<file path="config.mk">
export PLATFORM = sky130hd
export DESIGN_NAME = mdio_scan_master
export DESIGN_NICKNAME = d
export VERILOG_FILES = /design/src/rtl/mdio_pkg.sv /design/src/rtl/mdio_mdc_gen.sv /design/src/rtl/mdio_frame_seq.sv /design/src/rtl/mdio_scan_master.sv
export SDC_FILE = /design/constraint.sdc
export NUM_CORES = 1
export LEC_CHECK = 0
export BUFFER_PORTS_ARGS = -buffer_cell sky130_fd_sc_hd__buf_4
export CAP_MARGIN = 25
export CORE_UTILIZATION = 55
export CTS_CLUSTER_SIZE = 24
export DETAILED_ROUTE_END_ITERATION = 10
export PLACE_DENSITY = 0.77
export SLEW_MARGIN = 20
export SYNTH_ARGS = -nofsm -noshare
export SYNTH_HDL_FRONTEND = slang
export SYNTH_HIERARCHICAL = 1
export SYNTH_SLANG_ARGS = --single-unit
</file>
<file path="constraint.sdc">
create_clock -name clk -period 2.8 [get_ports clk]
set_input_delay 0.56 -clock clk [delete_from_list [all_inputs] [get_ports clk]]
set_output_delay 0.56 -clock clk [all_outputs]
set_load 0.03 [all_outputs]
</file>
<file path="src/rtl/mdio_pkg.sv">
// Package: shared constants and types for the MDIO read master.
// Assumes clause-22 read frames of fixed 64-bit length.
package mdio_pkg;
    localparam int PRE_BITS   = 32;
    localparam int HDR_BITS   = 14;   // start(2) + opcode(2) + phy(5) + reg(5)
    localparam int TA_BITS    = 2;
    localparam int DATA_BITS  = 16;
    localparam int ADDR_BITS  = 5;
    localparam int FRAME_BITS = PRE_BITS + HDR_BITS + TA_BITS + DATA_BITS;
    localparam int CNT_BITS   = $clog2(FRAME_BITS);
    localparam int DATA_FIRST = PRE_BITS + HDR_BITS + TA_BITS;

    typedef enum logic [1:0] {
        SEL_ADDR = 2'd0,
        SEL_CMD  = 2'd1,
        SEL_IND  = 2'd2,
        SEL_STAT = 2'd3
    } reg_sel_e;

    typedef struct packed {
        logic [ADDR_BITS-1:0] phy;
        logic [ADDR_BITS-1:0] regad;
    } mgmt_addr_t;
endpackage

</file>
<file path="src/rtl/mdio_mdc_gen.sv">
// Module: free-running MDC divider. It produces MDC plus single-cycle
// rise/fall tick strobes that are aligned with the clock edges on which
// MDC changes. Assumes CLK_DIV is even and at least 2.
module mdio_mdc_gen #(
    parameter int CLK_DIV = 8
) (
    input  logic clk,
    input  logic rst_n,
    output logic mdc,
    output logic rise_tick,
    output logic fall_tick
);
    localparam int CW   = (CLK_DIV > 2) ? $clog2(CLK_DIV) : 1;
    localparam int HALF = CLK_DIV / 2;

    logic [CW-1:0] div_cnt;

    // Tick strobes decoded from the divider phase.
    always_comb begin
        rise_tick = (div_cnt == CW'(HALF - 1));
        fall_tick = (div_cnt == CW'(CLK_DIV - 1));
    end

    // Divider phase counter and MDC level.
    always_ff @(posedge clk) begin
        if (!rst_n) begin
            div_cnt <= '0;
            mdc     <= 1'b0;
        end else begin
            div_cnt <= fall_tick ? '0 : div_cnt + 1'b1;
            if (rise_tick)      mdc <= 1'b1;
            else if (fall_tick) mdc <= 1'b0;
        end
    end


    mdc_phase_chk: assert property (@(posedge clk) disable iff (!rst_n)
        !(rise_tick && fall_tick));
endmodule

</file>
<file path="src/rtl/mdio_frame_seq.sv">
// Module: read-frame sequencer. It steps through the 64 bit slots of a read
// frame on MDC falling ticks, drives preamble and header, and captures the
// 16 data bits on rising ticks. At the end of a frame it either restarts
// (continue_req) or goes idle. Assumes the tick strobes never coincide.
module mdio_frame_seq
    import mdio_pkg::*;
(
    input  logic                 clk,
    input  logic                 rst_n,
    input  logic                 rise_tick,
    input  logic                 fall_tick,
    input  logic                 start_req,
    input  logic                 continue_req,
    input  mgmt_addr_t           target,
    input  logic                 mdio_i,
    output logic                 active,
    output logic                 launch,
    output logic                 mdio_o,
    output logic                 mdio_oe,
    output logic                 done,
    output logic [DATA_BITS-1:0] word
);
    localparam logic [CNT_BITS-1:0] LAST_SLOT = CNT_BITS'(FRAME_BITS - 1);
    localparam logic [CNT_BITS-1:0] DATA_SLOT = CNT_BITS'(DATA_FIRST);

    logic [CNT_BITS-1:0]  slot;
    logic [HDR_BITS-1:0]  hdr_q;
    logic [DATA_BITS-1:0] shift_q;

    // {oe, value} for a given slot of the frame.
    function automatic logic [1:0] slot_drive(input logic [CNT_BITS-1:0] n,
                                              input logic [HDR_BITS-1:0] h);
        int idx;
        if (int'(n) < PRE_BITS) return 2'b11;
        if (int'(n) < PRE_BITS + HDR_BITS) begin
            idx = HDR_BITS - 1 - (int'(n) - PRE_BITS);
            return {1'b1, h[idx]};
        end
        return 2'b01;
    endfunction

    // Start strobe for a fresh (non-scan-continued) frame.
    always_comb launch = fall_tick && !active && start_req;

    // Slot stepping, output drive and frame restart/stop on falling ticks.
    always_ff @(posedge clk) begin
        if (!rst_n) begin
            active  <= 1'b0;
            slot    <= '0;
            hdr_q   <= '0;
            mdio_oe <= 1'b0;
            mdio_o  <= 1'b1;
        end else if (fall_tick) begin
            if (!active || slot == LAST_SLOT) begin
                if (active ? continue_req : start_req) begin
                    active  <= 1'b1;
                    slot    <= '0;
                    hdr_q   <= {2'b01, 2'b10, target.phy, target.regad};
                    mdio_oe <= 1'b1;
                    mdio_o  <= 1'b1;
                end else begin
                    active  <= 1'b0;
                    slot    <= '0;
                    mdio_oe <= 1'b0;
                    mdio_o  <= 1'b1;
                end
            end else begin
                slot              <= slot + 1'b1;
                {mdio_oe, mdio_o} <= slot_drive(slot + 1'b1, hdr_q);
            end
        end
    end

    // Data capture on rising ticks and completion pulse.
    always_ff @(posedge clk) begin
        if (!rst_n) begin
            shift_q <= '0;
            word    <= '0;
            done    <= 1'b0;
        end else begin
            done <= 1'b0;
            if (rise_tick && active && slot >= DATA_SLOT) begin
                shift_q <= {shift_q[DATA_BITS-2:0], mdio_i};
                if (slot == LAST_SLOT) begin
                    word <= {shift_q[DATA_BITS-2:0], mdio_i};
                    done <= 1'b1;
                end
            end
        end
    end


    ta_release_chk: assert property (@(posedge clk) disable iff (!rst_n)
        (active && slot >= CNT_BITS'(PRE_BITS + HDR_BITS)) |-> !mdio_oe);


    idle_release_chk: assert property (@(posedge clk) disable iff (!rst_n)
        !active |-> !mdio_oe);
endmodule

</file>
<file path="src/rtl/mdio_scan_master.sv">
// Module: top of the MDIO read master. It holds the address, command,
// indicator and status registers, detects the read-bit rising edge, and
// drives the divider and frame sequencer. Assumes single-cycle register
// writes and a combinational read mux.
module mdio_scan_master
    import mdio_pkg::*;
#(
    parameter int CLK_DIV = 8
) (
    input  logic        clk,
    input  logic        rst_n,
    input  logic        reg_wr_en,
    input  logic [1:0]  reg_sel,
    input  logic [15:0] reg_wdata,
    output logic [15:0] reg_rdata,
    output logic        mdc,
    output logic        mdio_o,
    output logic        mdio_oe,
    input  logic        mdio_i
);
    localparam int AW = 2 * ADDR_BITS;

    mgmt_addr_t           target_q;
    logic                 cmd_read_q;
    logic                 cmd_scan_q;
    logic                 read_prev_q;
    logic                 pend_q;
    logic [DATA_BITS-1:0] status_q;
    logic                 rise_tick, fall_tick;
    logic                 seq_active, seq_launch, seq_done;
    logic [DATA_BITS-1:0] seq_word;
    logic                 busy;
    logic                 rd_rise;

    mdio_mdc_gen #(.CLK_DIV(CLK_DIV)) i_mdc_gen (
        .clk       (clk),
        .rst_n     (rst_n),
        .mdc       (mdc),
        .rise_tick (rise_tick),
        .fall_tick (fall_tick)
    );

    mdio_frame_seq i_frame_seq (
        .clk          (clk),
        .rst_n        (rst_n),
        .rise_tick    (rise_tick),
        .fall_tick    (fall_tick),
        .start_req    (pend_q | cmd_scan_q),
        .continue_req (cmd_scan_q),
        .target       (target_q),
        .mdio_i       (mdio_i),
        .active       (seq_active),
        .launch       (seq_launch),
        .mdio_o       (mdio_o),
        .mdio_oe      (mdio_oe),
        .done         (seq_done),
        .word         (seq_word)
    );

    // Busy flag and read-bit edge detection.
    always_comb begin
        busy    = pend_q | seq_active | cmd_scan_q;
        rd_rise = cmd_read_q & ~read_prev_q;
    end

    // Software-written address and command registers.
    always_ff @(posedge clk) begin
        if (!rst_n) begin
            target_q   <= '0;
            cmd_read_q <= 1'b0;
            cmd_scan_q <= 1'b0;
        end else if (reg_wr_en) begin
            if (reg_sel == SEL_ADDR) target_q <= mgmt_addr_t'(reg_wdata[AW-1:0]);
            if (reg_sel == SEL_CMD) begin
                cmd_read_q <= reg_wdata[0];
                cmd_scan_q <= reg_wdata[1];
            end
        end
    end

    // Pending single read: set by an accepted edge, cleared on launch.
    always_ff @(posedge clk) begin
        if (!rst_n) begin
            read_prev_q <= 1'b0;
            pend_q      <= 1'b0;
        end else begin
            read_prev_q <= cmd_read_q;
            if (seq_launch)         pend_q <= 1'b0;
            else if (rd_rise && !busy) pend_q <= 1'b1;
        end
    end

    // Status word loaded at the end of every frame.
    always_ff @(posedge clk) begin
        if (!rst_n) status_q <= '0;
        else if (seq_done) status_q <= seq_word;
    end

    // Register read mux.
    always_comb begin
        reg_rdata = '0;
        case (reg_sel_e'(reg_sel))
            SEL_ADDR: reg_rdata[AW-1:0] = target_q;
            SEL_CMD:  reg_rdata[1:0]    = {cmd_scan_q, cmd_read_q};
            SEL_IND:  reg_rdata[0]      = busy;
            SEL_STAT: reg_rdata         = status_q;
            default:  reg_rdata         = '0;
        endcase
    end


    mdio_edge_chk: assert property (@(posedge clk) disable iff (!rst_n)
        !$fell(mdc) |-> ($stable(mdio_o) && $stable(mdio_oe)));


    busy_on_edge_chk: assert property (@(posedge clk) disable iff (!rst_n)
        (rd_rise && !busy) |=> busy);


    status_hold_chk: assert property (@(posedge clk) disable iff (!rst_n)
        !seq_done |=> $stable(status_q));


    scan_busy_chk: assert property (@(posedge clk) disable iff (!rst_n)
        cmd_scan_q |-> busy);


    ignore_edge_chk: assert property (@(posedge clk) disable iff (!rst_n)
        (rd_rise && seq_active) |=> !pend_q);


    no_self_clear_chk: assert property (@(posedge clk) disable iff (!rst_n)
        (cmd_read_q && !reg_wr_en) |=> cmd_read_q);
endmodule

</file>
Word level (Yosys, flattened, before mapping)
Index checks and enable logic that the tools add are counted.

Bits in registers: 86. Latch bits: 0. RAM bits: 0. ROM bits: 0. Input bits: 22. Output and inout port bits: 19. Word-level logic and storage cells: 83. Memories: 0.

Add/subtract/negate cells: 4. Multipliers: 0. Div/mod/pow operators: 0. $lt $le $gt $ge: 4. Equality and inequality tests: 6. Shifts and indexed selects: 0. Muxes and demuxes: 28. Bitwise operators: 6. Reductions and logical operators: 18.

Operators with widths (count): < comparator 32 x 6 -> 1 bit, second input constant (1); subtractor 5 x 32 -> 32 bit, first input constant (1); two-way mux 1 bit (18); one-hot mux 8 bit (2 select lines) (1); < comparator 6 bit, second input constant (2); two-way mux 6 bit (2); AND reduction 2 bit (5); two-way mux 2 bit (4); subtractor 6 x 6 -> 7 bit, second input constant (1); adder 6 x 1 -> 6 bit, second input constant (1); == test 6 bit, second input constant (1); greater-or-equal comparator 6 bit, second input constant (1); logical AND 1 bit (5); binary-select mux 1 bit (select 4 bit) (1); == test 2 bit, second input constant (2); one-hot mux 1 bit (4 select lines) (1); OR reduction 2 bit (2); adder 3 x 1 -> 3 bit, second input constant (1); == test 3 x 2 -> 1 bit, second input constant (1); == test 3 bit, second input constant (1); bitwise OR 1 bit (3); one-hot mux 1 bit (3 select lines) (1); AND reduction 3 bit (1); == test 2 x 1 -> 1 bit, second input constant (1); 6 further kinds (8).

Depth between registers and ports, before layout
Depth after elaboration: 13. Gate-level depth with buffers: 8. Mapped depth without buffers: 8.

Cells and area by module
The synthesis kept the hierarchy.

By module, submodules not included: mdio_frame_seq (times used 1, cells each 259, area each 2185.8 um^2, sequential area each 1041.0 um^2); mdio_scan_master (times used 1, cells each 151, area each 1438.9 um^2, sequential area each 600.6 um^2); mdio_mdc_gen (times used 1, cells each 15, area each 163.9 um^2, sequential area each 80.1 um^2).

Worst setup path after synthesis
Ideal clock, no wire load.

Path kind: in2out. Start: in reg_sel[0]. End: out reg_rdata[2]. Arrival: 1485 ps. Data required time: 2240 ps. Path slack: 755 ps. Cell stages on the path: 4. Path buffers: 1. Cell sequence: inv_1 > ha_1 > buf_1 > nor2_1.

Longest elaborated chain between the ends: 2. Elaborated cells between the ends (all ways): 3. Classes of those cells: eq/ne (1); mux (1); reduce/logical (1).

RTL lines: start, declared (RTL line mdio_scan_master.sv:13) `input logic [1:0] reg_sel,`; == test 2 bit or logical NOT 2 bit (tied branches) (RTL line mdio_scan_master.sv:102) `case (reg_sel_e'(reg_sel))`; one-hot mux 8 bit (2 select lines) (*) (RTL line mdio_scan_master.sv:102); end, declared (RTL line mdio_scan_master.sv:15) `output logic [15:0] reg_rdata,`.

Mark *: on every way between the ends. The rest lies on a longest branch, timed or not.

Worst setup path after layout
Start: in reg_sel[0]. End: out reg_rdata[1].

Longest elaborated chain between the ends: 2. Elaborated cells between the ends (all ways): 4. Classes of those cells: eq/ne (2); mux (1); reduce/logical (1).

RTL lines (RTL line): == test 2 bit (tied with other cells) (mdio_scan_master.sv:102); one-hot mux 1 bit (3 select lines) (*) (mdio_scan_master.sv:102).

Marks and branches as above.

==> out/metrics.cfg <==
[setup_path]
required_ns=2.24
timing.rr.start=i_frame_seq/slot[1]$_SDFFE_PN0P_
reg2reg_depth=8
crit_start=reg_sel[0]
cp_common_cell=buf_4
cp_max_fo=11
endpoint=reg_rdata[1]
critPathBufInv=3
crit_path_cell_trace=buf_4 > inv_1 > ha_1 > a222oi_1 > nor2_1 > buf_4
worst_path_max_delay_cell=ha_1
cp_slowest_stage_delay_ns=0.40
end_kind=output port
startpoint_type=primary input
critPathKind=primary input to output port
crit_cells=6
crit_arrival_ns=1.79
rr_endpoint=i_frame_seq/mdio_o$_SDFFE_PN1P_
cpLargestDelayFamily=buffers and inverters
r2r_slack_ns=0.67

[timing]
skew_ns=0.0104
holdWs_ns=0.430
slew_viol_final=0
hold_violations=0
setup_viol=0
tns_ns=0
slew_headroom_pct=37.0
finalCritPeriodShare_pct=83.9
worst_pin_slew_ns=0.943
fmax_mhz=426
rsz0062_at_grt=false
fin_crit_ns=2.35

[clocking]
cts_resized=0
clock_sinks=86
clockBufferDepth=2
cts_buffers=9
clk_latency_ns=0.35
h-tree-depth=3
postCtsSetupBuffers=0
clk_pin_slew_ns=0.08
ctsHoldBuffers=0
cts_root_buf=clkbuf_8
cts_tree=yes

[cells_and_area]
ff_latch_area_sq_um=1720
antenna_cells=0
fillers=558
nets=482
drive_gt1_share_pct=16.6
area_delta_synth_final_pct=10.3
multiInputGateArea_sq_um=1880

[detailed_routing]
drt_first_pass_iters=4
wl_per_cell_um=14.1
drcViolationCount=0
viasPerCell=5.47
initialDrtViolationCount=155
antenna_left=0
wirelength_um=7490
vias=2901

[floorplanning]
die_h_um=85.0
rows=29
pin_count=41
die-area_sq_um=7220
die_w_um=85.0
start_util_pct=58.3
core_region_area_sq_um=6490

[place]
portBuffers=34
hpwlAfterDp_um=5350
finalWeightedCongestion=0.808

[synthesis]
syn_area_sq_um=3790
yosys-top-cells-count=nand2_1, dfxtp_1, a21oi_1
synth_cell_types=46
synth_most_common_cell=nand2_1
async_flop_share_pct=0
synthCells=425
yosys-top-cells-area=dfxtp_1, nand2_1, mux2i_1
synth_top_cell_by_area=dfxtp_1
synth_edf_count=0
synth_ff_type=dfxtp_1
yosysSeqAreaShare_pct=45.4
syn_nets=457
synth_top_area_share_pct=45.4
synth_warnings=6
synth_seq_cells=86
syn_avg_cell_area_sq_um=8.91

[grt]
grt_pass1_vias=2760
grt_pass1_wl_um=12800
overflow=0
antenna_found_initial=0
global_route.usage.total_pct=22.4
grt_start_max_net_pins=36

[power_and_ir_drop]
clock_power_share_pct=34.8
power_switching_w=0.000481
vdd_ir_drop_max_uv=420
p_comb_share_pct=5.2
power_density_nw_per_um2=495
internal-power_w=0.00159
power_leakage_nw=1.55
p_seq_share_pct=60.0
switching_share_pct=23.2

[min_path]
hold_depth=1
hold_class=register to register

[run_status]
status=complete, no violations

[job]
drv_cap=0

[how the worst min path moves through the flow]
stage / startpoint / endpoint / slack [ns]
floorplan: i_mdc_gen/div_cnt[0]$_SDFF_PP0_ / i_mdc_gen/div_cnt[0]$_SDFF_PP0_ / 0.40
CTS: i_mdc_gen/div_cnt[0]$_SDFF_PP0_ / i_mdc_gen/div_cnt[0]$_SDFF_PP0_ / 0.43
finish: i_mdc_gen/div_cnt[0]$_SDFF_PP0_ / i_mdc_gen/div_cnt[0]$_SDFF_PP0_ / 0.43
global placement: i_mdc_gen/div_cnt[0]$_SDFF_PP0_ / i_mdc_gen/div_cnt[0]$_SDFF_PP0_ / 0.41
detailed placement: i_mdc_gen/div_cnt[0]$_SDFF_PP0_ / i_mdc_gen/div_cnt[0]$_SDFF_PP0_ / 0.42
global route: mdio_i / i_frame_seq/shift_q[0]$_SDFFE_PN0P_ / 0.44
[power groups by stage]
stage / Clock, W / Sequential (W) / Combinational [W]
after global routing: 0.000796 / 0.00124 / 0.000117
after floorplan: 0 / 0.00127 / 0.0000680
after CTS: 0.000738 / 0.00124 / 0.000107
final: 0.000721 / 0.00124 / 0.000107
after detailed placement: 0 / 0.00127 / 0.000107
after global placement: 0 / 0.00127 / 0.000104
[cell families (layout without fill, tap and decap cells)]
kind of cell    count (synthesis)  count (layout)  share of synthesized area, %
compound gates                 77              77                          13.6
xor+xnor                        4               4                         0.925
fa+ha+maj                      10              10                          3.30
buf+inv                        34              62                          4.92
flops                          86              86                          45.4
mux                            32              32                          9.15
simple gates                  182             182                          22.7
[registers in the layout, summed over array words and instances (netlist names)]
register             count
i_frame_seq/word        16
status_q                16
i_frame_seq/shift_q     15
i_frame_seq/hdr_q       11
target_q                10
i_frame_seq/slot         6
i_mdc_gen/div_cnt        3
cmd_read_q               1
cmd_scan_q               1
i_frame_seq/active       1
i_frame_seq/done         1
i_frame_seq/mdio_o       1
i_frame_seq/mdio_oe      1
i_mdc_gen/mdc            1
pend_q                   1
read_prev_q              1
[worst reg2reg max path, stage by stage (launching register included)]
cell and delay [ns]:
dfxtp_1 0.44, ha_1 0.40, xor2_1 0.19, ha_1 0.29
nor4b_1 0.27, a31oi_1 0.07, o21ai_0 0.09, o21ai_1 0.13
a41oi_1 0.19
[cell type report]
class,count,area share [%]
multi-input combinational,305,45.0
sequential,86,41.2
timing repair buffer,39,7.01
clock buffer,10,3.05
tap,77,2.31
inverter,9,0.808
clock inverter,4,0.629
[stage by stage]
stage	cell area, sq um	setup WS [ns]	utilization [%]	total power (W)	cells
4_1_cts	4180	0.480	64.3	0.00209	530
5_1_grt	4180	0.362	64.3	0.00216	530
3_5_place_dp	4030	0.481	62.0	0.00138	516
6_report	4180	0.450	64.3	0.00207	530
2_1_floorplan	3790	0.755	-	0.00134	425
3_3_place_gp	4030	0.520	62.0	0.00137	516
[layer usage]
| metal | GRT usage [%] | vias to the layer above | share of wire (%) |
|---|---|---|---|
| li1 | - | 1469 | - |
| met1 | 27.9 | 1374 | 46 |
| met2 | 37.3 | 44 | 49 |
| met3 | 5.93 | 14 | 3.2 |
| met4 | 8.32 | 0 | 1.7 |
| met5 | 0 | - | 0 |
[layout by cell type, fill, tap and decap left out, types with 4 or more instances in the layout]
| cell | count |
|---|---|
| a21boi_2 | 10 |
| clkbuf_8 | 9 |
| nor2b_1 | 19 |
| ha_1 | 10 |
| inv_1 | 8 |
| buf_4 | 39 |
| and2_1 | 7 |
| nor2_1 | 36 |
| a22oi_1 | 9 |
| a21oi_1 | 39 |
| o21ai_0 | 5 |
| nand2_1 | 95 |
| mux2i_1 | 29 |
| nor3_1 | 4 |
| dfxtp_1 | 86 |
Power figures use the tool's default switching activity.
